File: config.mk
export PLATFORM = sky130hd
export DESIGN_NAME = bch2_adaptive_dec
export DESIGN_NICKNAME = d
export VERILOG_FILES = /design/src/rtl/bch2_pkg.sv /design/src/rtl/bch2_syndrome.sv /design/src/rtl/bch2_errcount.sv /design/src/rtl/bch2_single_fix.sv /design/src/rtl/bch2_double_fix.sv /design/src/rtl/bch2_adaptive_dec.sv
export SDC_FILE = /design/constraint.sdc
export NUM_CORES = 1
export LEC_CHECK = 0
export BUFFER_PORTS_ARGS = -buffer_cell sky130_fd_sc_hd__buf_2
export CORE_ASPECT_RATIO = 1.5
export CORE_UTILIZATION = 60
export DETAILED_ROUTE_END_ITERATION = 10
export PLACE_DENSITY = 0.8
export SYNTH_ARGS = -nofsm -noshare
export SYNTH_HDL_FRONTEND = slang
export SYNTH_HIERARCHICAL = 1
export SYNTH_SLANG_ARGS = --single-unit
File: constraint.sdc
create_clock -name vclk -period 12.3
set_input_delay 0.615 -clock vclk [all_inputs]
set_output_delay 0.615 -clock vclk [all_outputs]
set_load 0.02 [all_outputs]
File: src/rtl/bch2_pkg.sv
package bch2_pkg;
  localparam int GF_M = 7;
  localparam int GF_ORDER = (1 << GF_M) - 1;
  // reduction taps of x^7 + x^3 + 1
  localparam logic [GF_M-1:0] GF_TAPS = 7'h09;

  typedef logic [GF_M-1:0] gf_t;

  typedef enum logic [1:0] {
    ERR_NONE  = 2'b00,
    ERR_ONE   = 2'b01,
    ERR_TWO   = 2'b10,
    ERR_THREE = 2'b11
  } err_cnt_e;

  function automatic gf_t gf_xtime(gf_t a);
    return {a[GF_M-2:0], 1'b0} ^ (a[GF_M-1] ? GF_TAPS : '0);
  endfunction

  function automatic gf_t gf_mul(gf_t a, gf_t b);
    gf_t acc = '0;
    gf_t sh = a;
    for (int k = 0; k < GF_M; k++) begin
      if (b[k]) acc ^= sh;
      sh = gf_xtime(sh);
    end
    return acc;
  endfunction

  function automatic gf_t gf_cube(gf_t a);
    return gf_mul(gf_mul(a, a), a);
  endfunction

  function automatic gf_t gf_pow_alpha(int e);
    gf_t r = 'd1;
    int n = e % GF_ORDER;
    for (int k = 0; k < n; k++) r = gf_xtime(r);
    return r;
  endfunction
endpackage

File: src/rtl/bch2_syndrome.sv
module bch2_syndrome
  import bch2_pkg::*;
#(
  parameter int N_POS = 78
) (
  input  logic [N_POS:0] cw,
  output logic           s0,
  output gf_t            s1,
  output gf_t            s3
);
  gf_t c1 [N_POS];
  gf_t c3 [N_POS];

  for (genvar i = 0; i < N_POS; i++) begin : g_col
    localparam gf_t H1 = gf_pow_alpha(i);
    localparam gf_t H3 = gf_pow_alpha(3 * i);
    assign c1[i] = cw[i] ? H1 : '0;
    assign c3[i] = cw[i] ? H3 : '0;
  end

  always_comb begin
    s1 = '0;
    s3 = '0;
    for (int i = 0; i < N_POS; i++) begin
      s1 ^= c1[i];
      s3 ^= c3[i];
    end
  end

  assign s0 = ^cw;
endmodule

File: src/rtl/bch2_errcount.sv
module bch2_errcount
  import bch2_pkg::*;
(
  input  logic     s0,
  input  gf_t      s1,
  input  gf_t      s3,
  output gf_t      sigma,
  output err_cnt_e flag
);
  logic mbe;
  logic even_hit;

  assign sigma    = gf_cube(s1) ^ s3;
  assign mbe      = |sigma;
  // even count with a non-zero first syndrome: one flip sits on the parity bit
  assign even_hit = ~s0 & (|s1);
  assign flag     = err_cnt_e'({mbe | even_hit, s0});

  always_comb begin
    AST_CLEAN_SYNDROME: assert (flag != ERR_NONE || (s1 == '0 && s3 == '0))
      else $error("zero count with live syndrome");
  end
endmodule

File: src/rtl/bch2_single_fix.sv
module bch2_single_fix
  import bch2_pkg::*;
#(
  parameter int DATA_W = 64,
  parameter int BASE   = 14
) (
  input  gf_t               s1,
  output logic [DATA_W-1:0] hit
);
  for (genvar i = 0; i < DATA_W; i++) begin : g_cmp
    localparam gf_t H1 = gf_pow_alpha(i + BASE);
    assign hit[i] = (s1 == H1);
  end

  always_comb begin
    AST_SE_ONEHOT: assert ($onehot0(hit))
      else $error("single corrector marked several bits");
  end
endmodule

File: src/rtl/bch2_double_fix.sv
module bch2_double_fix
  import bch2_pkg::*;
#(
  parameter int DATA_W = 64,
  parameter int BASE   = 14
) (
  input  gf_t               s1,
  input  gf_t               sigma,
  output logic [DATA_W-1:0] hit
);
  gf_t  s1_sq;
  logic live;

  assign s1_sq = gf_mul(s1, s1);
  assign live  = |s1;

  // root test of s1*x^2 + s1^2*x + sigma at x = alpha^pos
  for (genvar i = 0; i < DATA_W; i++) begin : g_root
    localparam gf_t X  = gf_pow_alpha(i + BASE);
    localparam gf_t X2 = gf_pow_alpha(2 * (i + BASE));
    gf_t term;
    assign term   = gf_mul(s1, X2) ^ gf_mul(s1_sq, X) ^ sigma;
    assign hit[i] = live && (term == '0);
  end

  always_comb begin
    AST_DE_TWO_ROOTS: assert ($countones(hit) <= 2)
      else $error("locator has more than two roots");
  end
endmodule

File: src/rtl/bch2_adaptive_dec.sv
module bch2_adaptive_dec
  import bch2_pkg::*;
#(
  parameter int DATA_W = 64,
  localparam int PAR_W = 2 * GF_M,
  localparam int N_POS = DATA_W + PAR_W,
  localparam int CW_W  = N_POS + 1
) (
  input  logic [CW_W-1:0]   code_in,
  output logic [DATA_W-1:0] data_out,
  output logic [1:0]        err_flag,
  output logic              uncorrectable
);
  logic              s0;
  gf_t               s1, s3, sigma;
  err_cnt_e          flag;
  gf_t               se_s1, de_s1, de_sigma;
  logic [DATA_W-1:0] se_hit, de_hit, err_vec, rx_data;

  bch2_syndrome #(.N_POS(N_POS)) u_syn (
    .cw(code_in), .s0(s0), .s1(s1), .s3(s3)
  );

  bch2_errcount u_cnt (
    .s0(s0), .s1(s1), .s3(s3), .sigma(sigma), .flag(flag)
  );

  // only the corrector chosen by the count sees a live syndrome
  assign se_s1    = (flag == ERR_ONE) ? s1 : '0;
  assign de_s1    = (flag == ERR_TWO) ? s1 : '0;
  assign de_sigma = (flag == ERR_TWO) ? sigma : '0;

  bch2_single_fix #(.DATA_W(DATA_W), .BASE(PAR_W)) u_se (
    .s1(se_s1), .hit(se_hit)
  );

  bch2_double_fix #(.DATA_W(DATA_W), .BASE(PAR_W)) u_de (
    .s1(de_s1), .sigma(de_sigma), .hit(de_hit)
  );

  always_comb begin
    unique case (flag)
      ERR_ONE: err_vec = se_hit;
      ERR_TWO: err_vec = de_hit;
      default: err_vec = '0;
    endcase
  end

  assign rx_data       = code_in[N_POS-1:PAR_W];
  assign data_out      = rx_data ^ err_vec;
  assign err_flag      = flag;
  assign uncorrectable = (flag == ERR_THREE);

  always_comb begin
    AST_ONE_PATH: assert (!((|se_hit) && (|de_hit)))
      else $error("both correctors active");
    AST_IDLE_PATHS: assert (!(flag == ERR_NONE || flag == ERR_THREE) ||
                            (se_hit == '0 && de_hit == '0))
      else $error("corrector active without need");
    AST_UNCORR_PASS: assert (!uncorrectable || data_out == rx_data)
      else $error("uncorrectable word altered");
  end
endmodule

==> results of run 1 <==
-- layer usage --
layer | overflow | GRT usage, %
met5 | 0 | 7.879
met2 | 106 | 89.44
met1 | 1 | 70.90
met4 | 91 | 66.82
met3 | 6 | 46.20
-- cells in the mapped netlist, types with 6 or more instances --
| cell | number | area [um^2] |
|---|---|---|
| o211ai_1 | 6 | 45.04 |
| nand2b_1 | 9 | 56.30 |
| mux2i_1 | 8 | 80.08 |
| and3_1 | 10 | 62.56 |
| clkbuf_1 | 64 | 240.2 |
| xnor2_4 | 11 | 302.8 |
| xnor2_2 | 15 | 244.0 |
| inv_1 | 16 | 60.06 |
| nand3b_1 | 8 | 60.06 |
| buf_1 | 21 | 78.83 |
| buf_2 | 47 | 235.2 |
| a22oi_1 | 58 | 435.4 |
| nand4bb_1 | 6 | 67.56 |
| nor4_1 | 37 | 231.5 |
| nand3_1 | 52 | 260.3 |
| xor2_1 | 399 | 3495 |
| xnor2_1 | 933 | 8172 |
| xor2_4 | 7 | 192.7 |
| a22oi_2 | 6 | 75.07 |
| or3_1 | 12 | 75.07 |
| ha_1 | 14 | 175.2 |
| and2_1 | 26 | 162.7 |
| nor2_1 | 167 | 626.9 |
| o21ai_0 | 21 | 105.1 |
| buf_4 | 17 | 127.6 |
| xnor3_2 | 9 | 214.0 |
| a31oi_1 | 8 | 50.05 |
| nor2b_1 | 8 | 50.05 |
| xor3_1 | 7 | 166.4 |
| xor2_2 | 9 | 146.4 |
| nand4_1 | 47 | 294.0 |
| a21oi_1 | 32 | 160.2 |
| nand2_1 | 42 | 157.7 |
| nor3_1 | 58 | 290.3 |
| xnor3_1 | 62 | 1396 |
-- through the flow --
step / instances / utilization, % / worst slack, ps / cell area [um^2] / hold slack (ps)
after floorplan: 2338 / - / 2512 / 19420 / 1358
after global placement: 2868 / 66.32 / 692.6 / 21110 / 1547
after detailed placement: 2868 / 66.35 / 659.1 / 21120 / 1550
after CTS: 2868 / 66.35 / 643.3 / 21120 / 1555
-- kinds of logic after synthesis --
group | share of synthesized area, %
adders and majority gates | 0.9601
and+or+nand+nor | 13.56
buffers and inverters | 4.201
AOI/OAI and AO/OA | 6.824
xor gates and xnor gates | 73.92
muxes | 0.5284
==> reports/qor.yml, run 1 <==
die:
  fp.dieW_um: 148.9
  ioPinCount: 146
  start_util_pct: 61.00
  row_count: 80
  dieHeight_um: 222.3
synthesis:
  syn-num-nets: 2431
  synth_cell_types: 85
  netlist_instances: 2338
  synth-seq-area-share_pct: 0
  synth_area_um2: 19420
  syn_area_per_cell_um2: 8.305
  yosys_warnings: 6
grt:
  track_usage_pct: 68.71
  grt_pass1_vias: 20910
  grt_pass1_wl_um: 163500
  overflow: 204
  grt_start_max_net_pins: 72
place:
  post-dp-hpwl_um: 76970
  gp_congestion: 1.298
  port_buffers: 146
clock_network:
  cts_resized: 0
  hold_buffers: 0
  cts_setup_buffers: 0
outcome:
  lastStage: "global routing"
  stop_error: "[ERROR GRT-0116] Global routing finished with congestion. Check the congestion regions in the DRC Viewer."
  outcome: "aborted with a tool error"
==> inputs of run 2 (changes only) <==
--- a/config.mk
+++ b/config.mk
@@ -6,10 +6,9 @@
 export NUM_CORES = 1
 export LEC_CHECK = 0
 export BUFFER_PORTS_ARGS = -buffer_cell sky130_fd_sc_hd__buf_2
-export CORE_ASPECT_RATIO = 1.5
-export CORE_UTILIZATION = 60
+export CORE_UTILIZATION = 40
 export DETAILED_ROUTE_END_ITERATION = 10
-export PLACE_DENSITY = 0.8
+export PLACE_DENSITY_LB_ADDON = 0.15
 export SYNTH_ARGS = -nofsm -noshare
 export SYNTH_HDL_FRONTEND = slang
 export SYNTH_HIERARCHICAL = 1
==> run 2 against run 1 <==
Net effect:
- the flow now finishes, with violations (capacitance limit, slew limit)
- synthesized cell count unchanged
- synthesized area unchanged
==> reports/qor.yml, run 2 <==
cells_and_area:
  final_common_cell: "xnor2_1"
  seq_area_um2: 0
  clock_buffers: 0
  num-nets-final: 2588
  final_cell_mix: "915 x xnor2_1, 394 x xor2_1, 167 x nor2_1, 163 x buf_4, 146 x buf_2"
  drive_gt1_share_pct: 16.61
  seq_cells: 0
  areaGrowthSynthToFinish_pct: 11.42
  finalNonFillerCells: 3109
sta:
  setup_viol: 0
  period_needed_ps: 12010
  maxSlewViolCount: 6
  hold_viol_final: 0
  worst_pin_slew_ps: 1577
  max_freq_ghz: 0.08328
  slew_headroom_pct: -5.921
  finalSetupTns_ps: 0
  post-route-period-util_pct: 97.62
  rsz0062_at_grt: "false"
synthesis:
  synth_cell_types: 85  # unchanged
  syn_area_per_cell_um2: 8.305  # unchanged
  synth_area_um2: 19420  # unchanged
  synth-seq-area-share_pct: 0  # unchanged
  synth_top_area_share_pct: 42.08  # unchanged
  synth.most_common_cell: "xnor2_1"
  yosys_warnings: 6  # unchanged
  yosys.area.top_type: "xnor2_1"
  netlist_instances: 2338  # unchanged
  synth_area_leaders: "xnor2_1 42%, xor2_1 18%, xnor3_1 7.2%, nor2_1 3.2%, a22oi_1 2.2%"
  synth_common_cells: "933 x xnor2_1, 399 x xor2_1, 167 x nor2_1"
  syn-num-nets: 2431  # unchanged
grt:
  grt_pass1_wl_um: 148900
  grt_start_max_net_pins: 72
  antenna_found_initial: 3
  grt_pass1_vias: 17950
  overflow: 0
  grt.met3_usage_pct: 13.29
  grt_use_met2_pct: 61.15
  met1_usage_pct: 60.31
  grt.busiest_layer: "met2"
  track_usage_pct: 43.36
die:
  row_count: 80  # unchanged
  start_util_pct: 40.58  # -20 points
  design.core.area_um2: 47850
  die_area_um2: 49430
  fp.dieW_um: 222.3  # +49%
  ioPinCount: 146  # unchanged
  dieHeight_um: 222.3  # unchanged
setup_path:
  cpMostUsedCell: "xnor2_1"
  startpoint: "code_in[18]"
  endpoint: "data_out[39]"
  critPathMaxFanout: 18
  worst_ep_arrival_time_ps: 11390
  crit_slowest_cell: "xnor3_1"
  max_stage_delay_ps: 980
  cp-end-kind: "primary output"
  critPathKind: "primary input to primary output"
  start_kind: "primary input"
  crit_required_ps: 11690
routing:
  first_iter_violations: 2880
  ant_nets: 0
  vias: 19220
  wirelength_um: 110700
  drt_first_pass_iters: 6
  drc: 0
  vias_per_cell: 6.181
  post_drt_wl_per_cell_um: 35.62
place:
  port_buffers: 146  # unchanged
  gp_congestion: 1.130  # -13%
  dp.cells: 3108  # +8.4%
  post-dp-hpwl_um: 88420  # +15%
clock_network:
  cts_setup_buffers: 0  # unchanged
  cts_resized: 0  # unchanged
  hold_buffers: 0  # unchanged
outcome:
  violations: "capacitance limit, slew limit"
  outcome: "complete, but fails checks"
job:
  max_cap_violations: 2
hold_path:
  min-delay-path-class: "primary input to primary output"
==> run 2: cell counts after synthesis <==
Identical to the previous run, type by type.
==> run 2: how the worst min path moves through the flow <==
stage | endpoint | slack, ps | cells after the start | startpoint
after CTS | data_out[31] | 1580 | 3 | code_in[45]
after global routing | data_out[30] | 1590 | 3 | code_in[44]
after detailed placement | data_out[31] | 1580 | 3 | code_in[45]
after floorplan | data_out[0] | 1360 | 1 | code_in[14]
after global placement | data_out[31] | 1580 | 3 | code_in[45]
final | data_out[31] | 1580 | 3 | code_in[45]
==> run 2: metal layers <==
layer / share of wire (%) / routed length (um) / up-vias
met5: 0.027 / 30 / -
met4: 5.3 / 5888 / 4
met3: 14 / 15420 / 292
met2: 40 / 43960 / 1477
met1: 41 / 45450 / 9455
li1: - / - / 7988
==> run 2: logic make-up (layout without fill, tap and decap cells) <==
family / Yosys count / in the layout / share of synthesized area, %
multiplexers: 9 / 9 / 0.5284
AND/OR/NAND/NOR: 507 / 507 / 13.56
AO/OA/AOI/OAI: 182 / 182 / 6.824
buffers and inverters: 172 / 327 / 4.201
adder cells (fa/ha/maj): 15 / 15 / 0.9601
other: 0 / 1 / 0
XOR/XNOR: 1453 / 1453 / 73.92
==> run 2: worst max-delay path, delay by kind of cell <==
kind	cells	cell delay, ps
fa+ha+maj	3	1600
compound gates	3	830
buf+inv	3	670
xor+xnor	14	5300
simple gates	9	2350
==> run 2: per-stage QoR <==
stage / setup slack (ps) / cell area (um^2) / hold WS (ps) / util [%]
CTS: 691.6 / 21630 / 1580 / 45.21
finish: 293.0 / 21640 / 1578 / 45.22
detailed placement: 735.4 / 21630 / 1579 / 45.21
floorplan: 2512 / 19420 / 1358 / -
global placement: 765.6 / 21630 / 1576 / 45.21
global route: 85.38 / 21630 / 1590 / 45.21
==> run 2: cell type report <==
cell class / instances / area (um^2)
well taps: 615 / 769.5
repair buffers: 309 / 1954
multi-input cells: 2166 / 18840
fillers: 4886 / 26210
diodes: 1 / 2.502
inverters: 18 / 67.56
